<file path="src/rtl/irqt_pkg.sv">
package irqt_pkg;

    localparam int unsigned LINES       = 8;
    localparam int unsigned DATA_W      = 32;
    localparam int unsigned ADDR_W      = 2;
    localparam int unsigned SYNC_STAGES = 2;

    localparam logic [ADDR_W-1:0] ADR_CFG  = ADDR_W'(0);
    localparam logic [ADDR_W-1:0] ADR_PEND = ADDR_W'(1);

    typedef struct packed {
        logic edge_mode;
        logic wake_en;
    } line_cfg_t;

    // Field positions in the configuration word (MSB-first pairs).
    function automatic int unsigned ed_bit(input int unsigned n);
        return DATA_W - 1 - 2 * n;
    endfunction

    function automatic int unsigned wm_bit(input int unsigned n);
        return DATA_W - 2 - 2 * n;
    endfunction

endpackage

</file>
<file path="src/rtl/irqt_sync.sv">
module irqt_sync #(
    parameter int unsigned N      = 8,
    parameter int unsigned STAGES = 2
) (
    input  logic         clk,
    input  logic         rst,
    input  logic [N-1:0] async_i,
    output logic [N-1:0] sync_o
);
    logic [N-1:0] stg [STAGES];

    for (genvar s = 0; s < STAGES; s++) begin : g_stage
        always_ff @(posedge clk) begin
            if (rst) begin
                stg[s] <= '1;
            end else begin
                if (s == 0) stg[s] <= async_i;
                else        stg[s] <= stg[(s == 0) ? 0 : s-1];
            end
        end
    end

    assign sync_o = stg[STAGES-1];
endmodule

</file>
<file path="src/rtl/irqt_cfg.sv">
module irqt_cfg
    import irqt_pkg::*;
#(
    parameter int unsigned N  = 8,
    parameter int unsigned DW = 32
) (
    input  logic          clk,
    input  logic          rst,
    input  logic          wr_i,
    input  logic [DW-1:0] wdata_i,
    output logic [N-1:0]  ed_o,
    output logic [N-1:0]  wm_o,
    output logic [N-1:0]  ed_set_o,
    output logic [DW-1:0] word_o
);
    line_cfg_t [N-1:0] cfg_q;

    always_ff @(posedge clk) begin
        if (rst) begin
            cfg_q <= '0;
        end else if (wr_i) begin
            for (int i = 0; i < N; i++) begin
                cfg_q[i].edge_mode <= wdata_i[ed_bit(i)];
                cfg_q[i].wake_en   <= wdata_i[wm_bit(i)];
            end
        end
    end

    for (genvar i = 0; i < N; i++) begin : g_line
        assign ed_o[i]     = cfg_q[i].edge_mode;
        assign wm_o[i]     = cfg_q[i].wake_en;
        // level -> edge switch requested by this write
        assign ed_set_o[i] = wr_i & wdata_i[ed_bit(i)] & ~cfg_q[i].edge_mode;
    end

    always_comb begin
        word_o = '0;
        for (int i = 0; i < N; i++) begin
            word_o[ed_bit(i)] = cfg_q[i].edge_mode;
            word_o[wm_bit(i)] = cfg_q[i].wake_en;
        end
    end
endmodule

</file>
<file path="src/rtl/irqt_pend.sv">
module irqt_pend #(
    parameter int unsigned N = 8
) (
    input  logic         clk,
    input  logic         rst,
    input  logic [N-1:0] sync_n_i,
    input  logic [N-1:0] ed_i,
    input  logic [N-1:0] ed_set_i,
    input  logic [N-1:0] clr_i,
    output logic [N-1:0] edge_o,
    output logic [N-1:0] pend_o
);
    logic [N-1:0] prev_q;

    always_ff @(posedge clk) begin
        if (rst) prev_q <= '1;
        else     prev_q <= sync_n_i;
    end

    for (genvar i = 0; i < N; i++) begin : g_line
        assign edge_o[i] = prev_q[i] & ~sync_n_i[i];

        always_ff @(posedge clk) begin
            if (rst) begin
                pend_o[i] <= 1'b0;
            end else if (ed_set_i[i]) begin
                pend_o[i] <= edge_o[i];
            end else if (ed_i[i]) begin
                pend_o[i] <= edge_o[i] | (pend_o[i] & ~clr_i[i]);
            end else begin
                pend_o[i] <= ~sync_n_i[i];
            end
        end
    end
endmodule

</file>
<file path="src/rtl/irq_trig_ctl.sv">
module irq_trig_ctl
    import irqt_pkg::*;
#(
    parameter int unsigned N  = irqt_pkg::LINES,
    parameter int unsigned DW = irqt_pkg::DATA_W,
    parameter int unsigned AW = irqt_pkg::ADDR_W
) (
    input  logic          clk,
    input  logic          rst,
    input  logic [N-1:0]  irq_n_i,
    input  logic          low_power_i,
    input  logic [AW-1:0] reg_addr_i,
    input  logic          reg_we_i,
    input  logic [DW-1:0] reg_wdata_i,
    output logic [DW-1:0] reg_rdata_o,
    output logic [N-1:0]  pend_o,
    output logic          irq_o,
    output logic          wake_o
);
    logic [N-1:0]  sync_n;
    logic [N-1:0]  ed, wm, ed_set, edge_evt, clr;
    logic [DW-1:0] cfg_word, pend_word;
    logic          cfg_wr, wake_cond, wake_q;

    assign cfg_wr = reg_we_i && (reg_addr_i == ADR_CFG);
    assign clr    = (reg_we_i && (reg_addr_i == ADR_PEND)) ? reg_wdata_i[N-1:0] : '0;

    irqt_sync #(.N(N), .STAGES(SYNC_STAGES)) u_sync (
        .clk     (clk),
        .rst     (rst),
        .async_i (irq_n_i),
        .sync_o  (sync_n)
    );

    irqt_cfg #(.N(N), .DW(DW)) u_cfg (
        .clk      (clk),
        .rst      (rst),
        .wr_i     (cfg_wr),
        .wdata_i  (reg_wdata_i),
        .ed_o     (ed),
        .wm_o     (wm),
        .ed_set_o (ed_set),
        .word_o   (cfg_word)
    );

    irqt_pend #(.N(N)) u_pend (
        .clk      (clk),
        .rst      (rst),
        .sync_n_i (sync_n),
        .ed_i     (ed),
        .ed_set_i (ed_set),
        .clr_i    (clr),
        .edge_o   (edge_evt),
        .pend_o   (pend_o)
    );

    always_comb begin
        pend_word        = '0;
        pend_word[N-1:0] = pend_o;
    end

    assign wake_cond = low_power_i & |(wm & ~sync_n);

    always_ff @(posedge clk) begin
        if (rst) begin
            reg_rdata_o <= '0;
            irq_o       <= 1'b0;
            wake_q      <= 1'b0;
            wake_o      <= 1'b0;
        end else begin
            case (reg_addr_i)
                ADR_CFG:  reg_rdata_o <= cfg_word;
                ADR_PEND: reg_rdata_o <= pend_word;
                default:  reg_rdata_o <= '0;
            endcase
            irq_o  <= |pend_o;
            wake_q <= wake_cond;
            wake_o <= wake_cond & ~wake_q;
        end
    end
endmodule

</file>
<file path="config.mk">
export PLATFORM = sky130hd
export DESIGN_NAME = irq_trig_ctl
export DESIGN_NICKNAME = d
export VERILOG_FILES = /design/src/rtl/irqt_pkg.sv /design/src/rtl/irqt_sync.sv /design/src/rtl/irqt_cfg.sv /design/src/rtl/irqt_pend.sv /design/src/rtl/irq_trig_ctl.sv
export SDC_FILE = /design/constraint.sdc
export NUM_CORES = 1
export LEC_CHECK = 0
export ABC_AREA = 1
export ABC_CLOCK_PERIOD_IN_PS = 2100
export BUFFER_PORTS_ARGS = -buffer_cell sky130_fd_sc_hd__buf_2
export CAP_MARGIN = 20
export CORE_ASPECT_RATIO = 0.6
export CORE_MARGIN = 3
export CORE_UTILIZATION = 52
export DETAILED_ROUTE_END_ITERATION = 7
export HOLD_SLACK_MARGIN = 0.06
export PLACE_DENSITY = 0.85
export SETUP_SLACK_MARGIN = 0.2
export SLEW_MARGIN = 0
export SYNTH_ARGS = -nofsm -noshare
export SYNTH_HDL_FRONTEND = slang
export SYNTH_HIERARCHICAL = 1
export SYNTH_SLANG_ARGS = --single-unit
</file>
<file path="constraint.sdc">
create_clock -name clk -period 2.1 [get_ports clk]
set_clock_uncertainty 0.15 [all_clocks]
set_input_delay 0.42 -clock clk [delete_from_list [all_inputs] [get_ports clk]]
set_output_delay 0.42 -clock clk [all_outputs]
set_load 0.1 [all_outputs]
</file>
=== Word-level counts from Yosys, hierarchy flattened ===
Memories as Yosys holds them, arrays and structs flattened.
Index checks and enable logic that the tools add are counted.

* Register bits after elaboration: 67
* Bits in latches: 0
* Word-level logic and storage cells: 130
* Bits of input ports: 46
* Output and inout port bits: 42
* Memories kept: 1
* Memory bits (read-only): 0
* Bits in writable memories: 16

{| class="wikitable"
|+ Memories
! name !! words !! width !! rd ports !! clocked after Yosys merged registers in !! write ports !! RTL line !! text
|-
| u_sync.stg || 2 || 8 || 2 || 0 || 2 || irqt_sync.sv:10 || <nowiki>logic [N-1:0] stg [STAGES];</nowiki>
|}

* Reduce and logical (&&, ||, !) cells: 5
* Order comparisons: 0
* Div/mod/pow operators: 0
* Bitwise logic cells: 71
* Muxes and demuxes: 23
* Add/subtract/negate cells: 0
* Equality and inequality tests: 1
* Multiply operators: 0
* Shift operators: 0

{| class="wikitable"
|+ Operators by type and width
! cell !! count
|-
| case mux 32 bit (2 select lines) || 1
|-
| bitwise AND 1 bit || 34
|-
| inverter 1 bit || 25
|-
| 2-to-1 mux 8 bit || 3
|-
| 2-to-1 mux 1 bit || 19
|-
| OR reduction 8 bit || 2
|-
| OR 1 bit || 10
|-
| bitwise AND 8 bit || 1
|-
| inverter 8 bit || 1
|-
| == test 2 x 1 -> 1 bit, second input constant || 1
|-
| logical AND 1 bit || 2
|-
| logical NOT 2 bit || 1
|}

=== Longest topological paths before layout ===
* Word-level depth: 8
* Mapped depth: 11
* Mapped depth without buffers: 8

=== By module ===
The synthesis kept the hierarchy.

{| class="wikitable"
|+ Modules (own cells, without submodules)
! module !! instances !! sequential area each (um^2) !! cells an instance !! area an instance (um^2)
|-
| irq_trig_ctl || 1 || 700.7 || 161 || 1326.3
|-
| irqt_cfg || 1 || 320.3 || 110 || 829.5
|-
| irqt_pend || 1 || 320.3 || 122 || 752.0
|-
| irqt_sync || 1 || 320.3 || 50 || 455.4
|}

=== Worst setup path before layout ===
OpenSTA, ideal clock, no wires.

* Path type: input port to flip-flop
* From: in reg_addr_i[1]
* To: reg u_pend.pend_o[0]
* Path slack: 0.124 ns
* Required time: 1.884 ns
* Library setup time: 0.066 ns
* Path buffers: 3
* Cell stages on the path: 11
* Arrival time: 1.760 ns
* Cell sequence: or2_1 buf_6 buf_6 nor2_1 buf_6 nand2_1 nor2_1 inv_2 nand2_1 nand2_2 a21oi_2

* Elaborated cells between the ends (all ways): 12
* Those cells by class: eq/ne (1); mux (3); bitwise (5); reduce/logical (3)

{| class="wikitable"
|+ RTL lines
! element !! RTL line !! text
|-
| from (decl) || irq_trig_ctl.sv:12 || <nowiki>input logic [AW-1:0] reg_addr_i,</nowiki>
|-
| logical NOT 2 bit || irq_trig_ctl.sv:25 || <nowiki>assign cfg_wr = reg_we_i && (reg_addr_i == ADR_CFG);</nowiki>
|-
| logical AND 1 bit || irq_trig_ctl.sv:25 ||
|-
| named net cfg_wr || irq_trig_ctl.sv:23 || <nowiki>logic cfg_wr, wake_cond, wake_q;</nowiki>
|-
| bitwise AND 1 bit (2 in series) || irqt_cfg.sv:33 || <nowiki>assign ed_set_o[i] = wr_i & wdata_i[ed_bit(i)] & ~cfg_q[i].edge_mode;</nowiki>
|-
| named net ed_set[0] || irq_trig_ctl.sv:21 || <nowiki>logic [N-1:0] ed, wm, ed_set, edge_evt, clr;</nowiki>
|-
| 2-to-1 mux 1 bit || irqt_pend.sv:26 || <nowiki>end else if (ed_set_i[i]) begin</nowiki>
|-
| to (signal, indexed assignment) || irqt_pend.sv:27 || <nowiki>pend_o[i] <= edge_o[i];</nowiki>
|-
| to (signal, indexed assignment) || irqt_pend.sv:29 || <nowiki>pend_o[i] <= edge_o[i] | (pend_o[i] & ~clr_i[i]);</nowiki>
|-
| to (signal, indexed assignment) || irqt_pend.sv:31 || <nowiki>pend_o[i] <= ~sync_n_i[i];</nowiki>
|-
| to (decl) || irqt_pend.sv:11 || <nowiki>output logic [N-1:0] pend_o</nowiki>
|}

The timed path passes the listed nets, and every way through them passes these cells.
A chain may end at the register's enable or synchronous reset.

=== Final worst setup path ===
* From: reg u_pend.pend_o[2]
* To: out pend_o[2]

{| class="wikitable"
|+ RTL lines
! element !! RTL line !! text
|-
| to (decl) || irq_trig_ctl.sv:16 || <nowiki>output logic [N-1:0] pend_o,</nowiki>
|}

No word-level cell between the ends.

==> results.ini <==
[worst_setup_path]
crit_family = buffers and inverters
worst_path_max_delay_cell = buf_2
startpoint_type = register
cp_slowest_stage_delay_ns = 0.45
end_kind = primary output
worstPathRequired_ns = 1.53
cp.arrival_ns = 1.19
crit_type = register to primary output
path_cells = buf_2
crit_buf_inv = 1
worstPathMaxFanout = 3

[route]
drtAntennaViolNets = 0
drc_errors = 0
vias_per_cell = 4.54
drt_iter0_drc = 148
routed_wirelength_um = 6880
detail_route.wl_per_cell_um = 11.8
vias = 2644
dr.pass1.iters = 4

[layout]
register_area_um2 = 1660
fillerInstances = 526
n_antenna_cell = 0
fin_util_pct = 63.4
layout.cells.non_filler = 582
multi_input_area_um2 = 1040
fin_nets = 544
area_delta_synth_final_pct = 12.0
drive_gt1_share_pct = 22.7

[clock_network]
cts_buffers = 9
cts_setup_buffers = 0
clk_path_buf_depth = 2
cts_tree = done
htreeDepth = 3
clk_latency_ns = 0.35
clkTransAtPathRegs_ns = 0.08
cts_resized = 0
cts-root-buf = clkbuf_8
clock-sinks = 83
hold_buffers = 0

[sta]
rsz0062_at_grt = no
finalMaxSlewViolations = 0
finalHoldViolCount = 0
finalCritPeriodShare_pct = 84.0
fmax_mhz = 567
setup_viol = 0
finalSetupTns_ns = 0
relSlewSlack_pct = 64.3
worst_pin_slew_ns = 0.536
min_period_ns = 1.76

[floorplanning]
die_w_um = 109
fp.coreArea_um2 = 5890
row_count = 21
die_y_um = 68.0
boundaryPins = 88
die_area_um2 = 7440
initial_core_util_pct = 56.6

[power_and_ir_drop]
peakVddDrop_v = 0.000401
power.leakage_nw = 2.00
power_density_nw_per_um2 = 842

[hold_path]
hp-class = input port to register

[global_route]
antenna_found_initial = 0
gr-usage-all-layers_pct = 19.5
grt_overflow_total = 0
grt_max_degree = 33
grt_pass1_vias = 2437
grt_pass1_wl_um = 11000

[place]
place_inst = 567
portBuffers = 79
dp_hpwl_um = 4860
gp_congestion = 0.814

[run_status]
status = finished, final reports clean

[synthesis]
syn_inst = 435
synth_area_um2 = 3330
syn-mean-instance-area_um2 = 7.66
yosysWarnings = 6

[job]
maxCapViolCount = 0

-- stage by stage --
| stage | worst slack (ns) | instance area [um2] | hold WS (ns) | total power, mW |
|---|---|---|---|---|
| 6_report | 0.336 | 3730 | 0.0992 | 3.14 |
| 5_1_grt | 0.299 | 3730 | 0.0935 | 3.26 |
| 2_1_floorplan | 0.237 | 3390 | 0.218 | 2.05 |
| 4_1_cts | 0.339 | 3730 | 0.0861 | 3.15 |
| 3_3_place_gp | 0.349 | 3550 | 0.224 | 2.09 |
| 3_5_place_dp | 0.293 | 3550 | 0.232 | 2.10 |
-- layer usage --
| layer | vias up | GRT usage [%] | wire, um |
|---|---|---|---|
| met5 | - | 0 | 0 |
| met1 | 1160 | 25.5 | 3130 |
| met2 | 113 | 29.3 | 2980 |
| met3 | 13 | 6.60 | 674 |
| met4 | 0 | 8.86 | 97 |
| li1 | 1358 | - | - |
-- layout by cell type (no fill, tap or decap) --
| master | instances |
|---|---|
| nor3b_1 | 24 |
| clkbuf_8 | 9 |
| o22ai_1 | 8 |
| inv_2 | 12 |
| nand4_1 | 2 |
| clkinv_2 | 4 |
| bufinv_16 | 1 |
| o21ai_0 | 8 |
| conb_1 | 16 |
| dfxtp_1 | 83 |
| nor2_1 | 54 |
| buf_2 | 79 |
| nand2_1 | 101 |
| nand2_2 | 2 |
| a21oi_2 | 2 |
| buf_4 | 3 |
| nand3_1 | 1 |
| a21oi_1 | 14 |
| nor2_2 | 1 |
| clkinvlp_4 | 1 |
| or2_1 | 1 |
| inv_1 | 76 |
-- layout make-up --
class | instances | area share [%]
clock buffer | 9 | 3.32
clock inverter | 6 | 1.54
sequential | 83 | 44.5
inverter | 88 | 8.85
tap | 80 | 2.68
multi-input combinational | 234 | 27.9
timing repair buffer | 82 | 11.2
-- sequential cells by signal, indices dropped and copies added, names as in the netlist --
name	cells
reg_rdata_o	32
wake_o	1
u_cfg/ed_o	8
irq_o	1
u_sync/stg	16
u_pend/pend_o	8
u_cfg/wm_o	8
wake_q	1
u_pend/prev_q	8
-- worst paths after layout --
kind	start	end	slack, ns	cells past startpoint
setup / recovery	u_pend/pend_o[2]	pend_o[2]	0.34	1
hold / removal	irq_n_i[7]	u_sync/stg[0][7]	0.1	3
setup reg to reg	u_sync/stg[1][4]	wake_q	0.97	7
hold reg to reg	wake_q	wake_o	0.24	1
-- where the power goes --
part           internal, mW  leakage [nW]  total, mW  switching (mW)
logic                0.0975          1.23      0.408           0.311
clock network         0.534        0.0946       1.07           0.540
registers              1.63         0.678       1.66          0.0314
total                  2.26          2.00       3.14           0.882
-- worst min-delay path: cells and delay by family --
kind                   cells  cell delay, ns
buffers and inverters      2            0.10
and+or+nand+nor            1            0.04
Note: power is estimated with default switching activity, not from simulation.
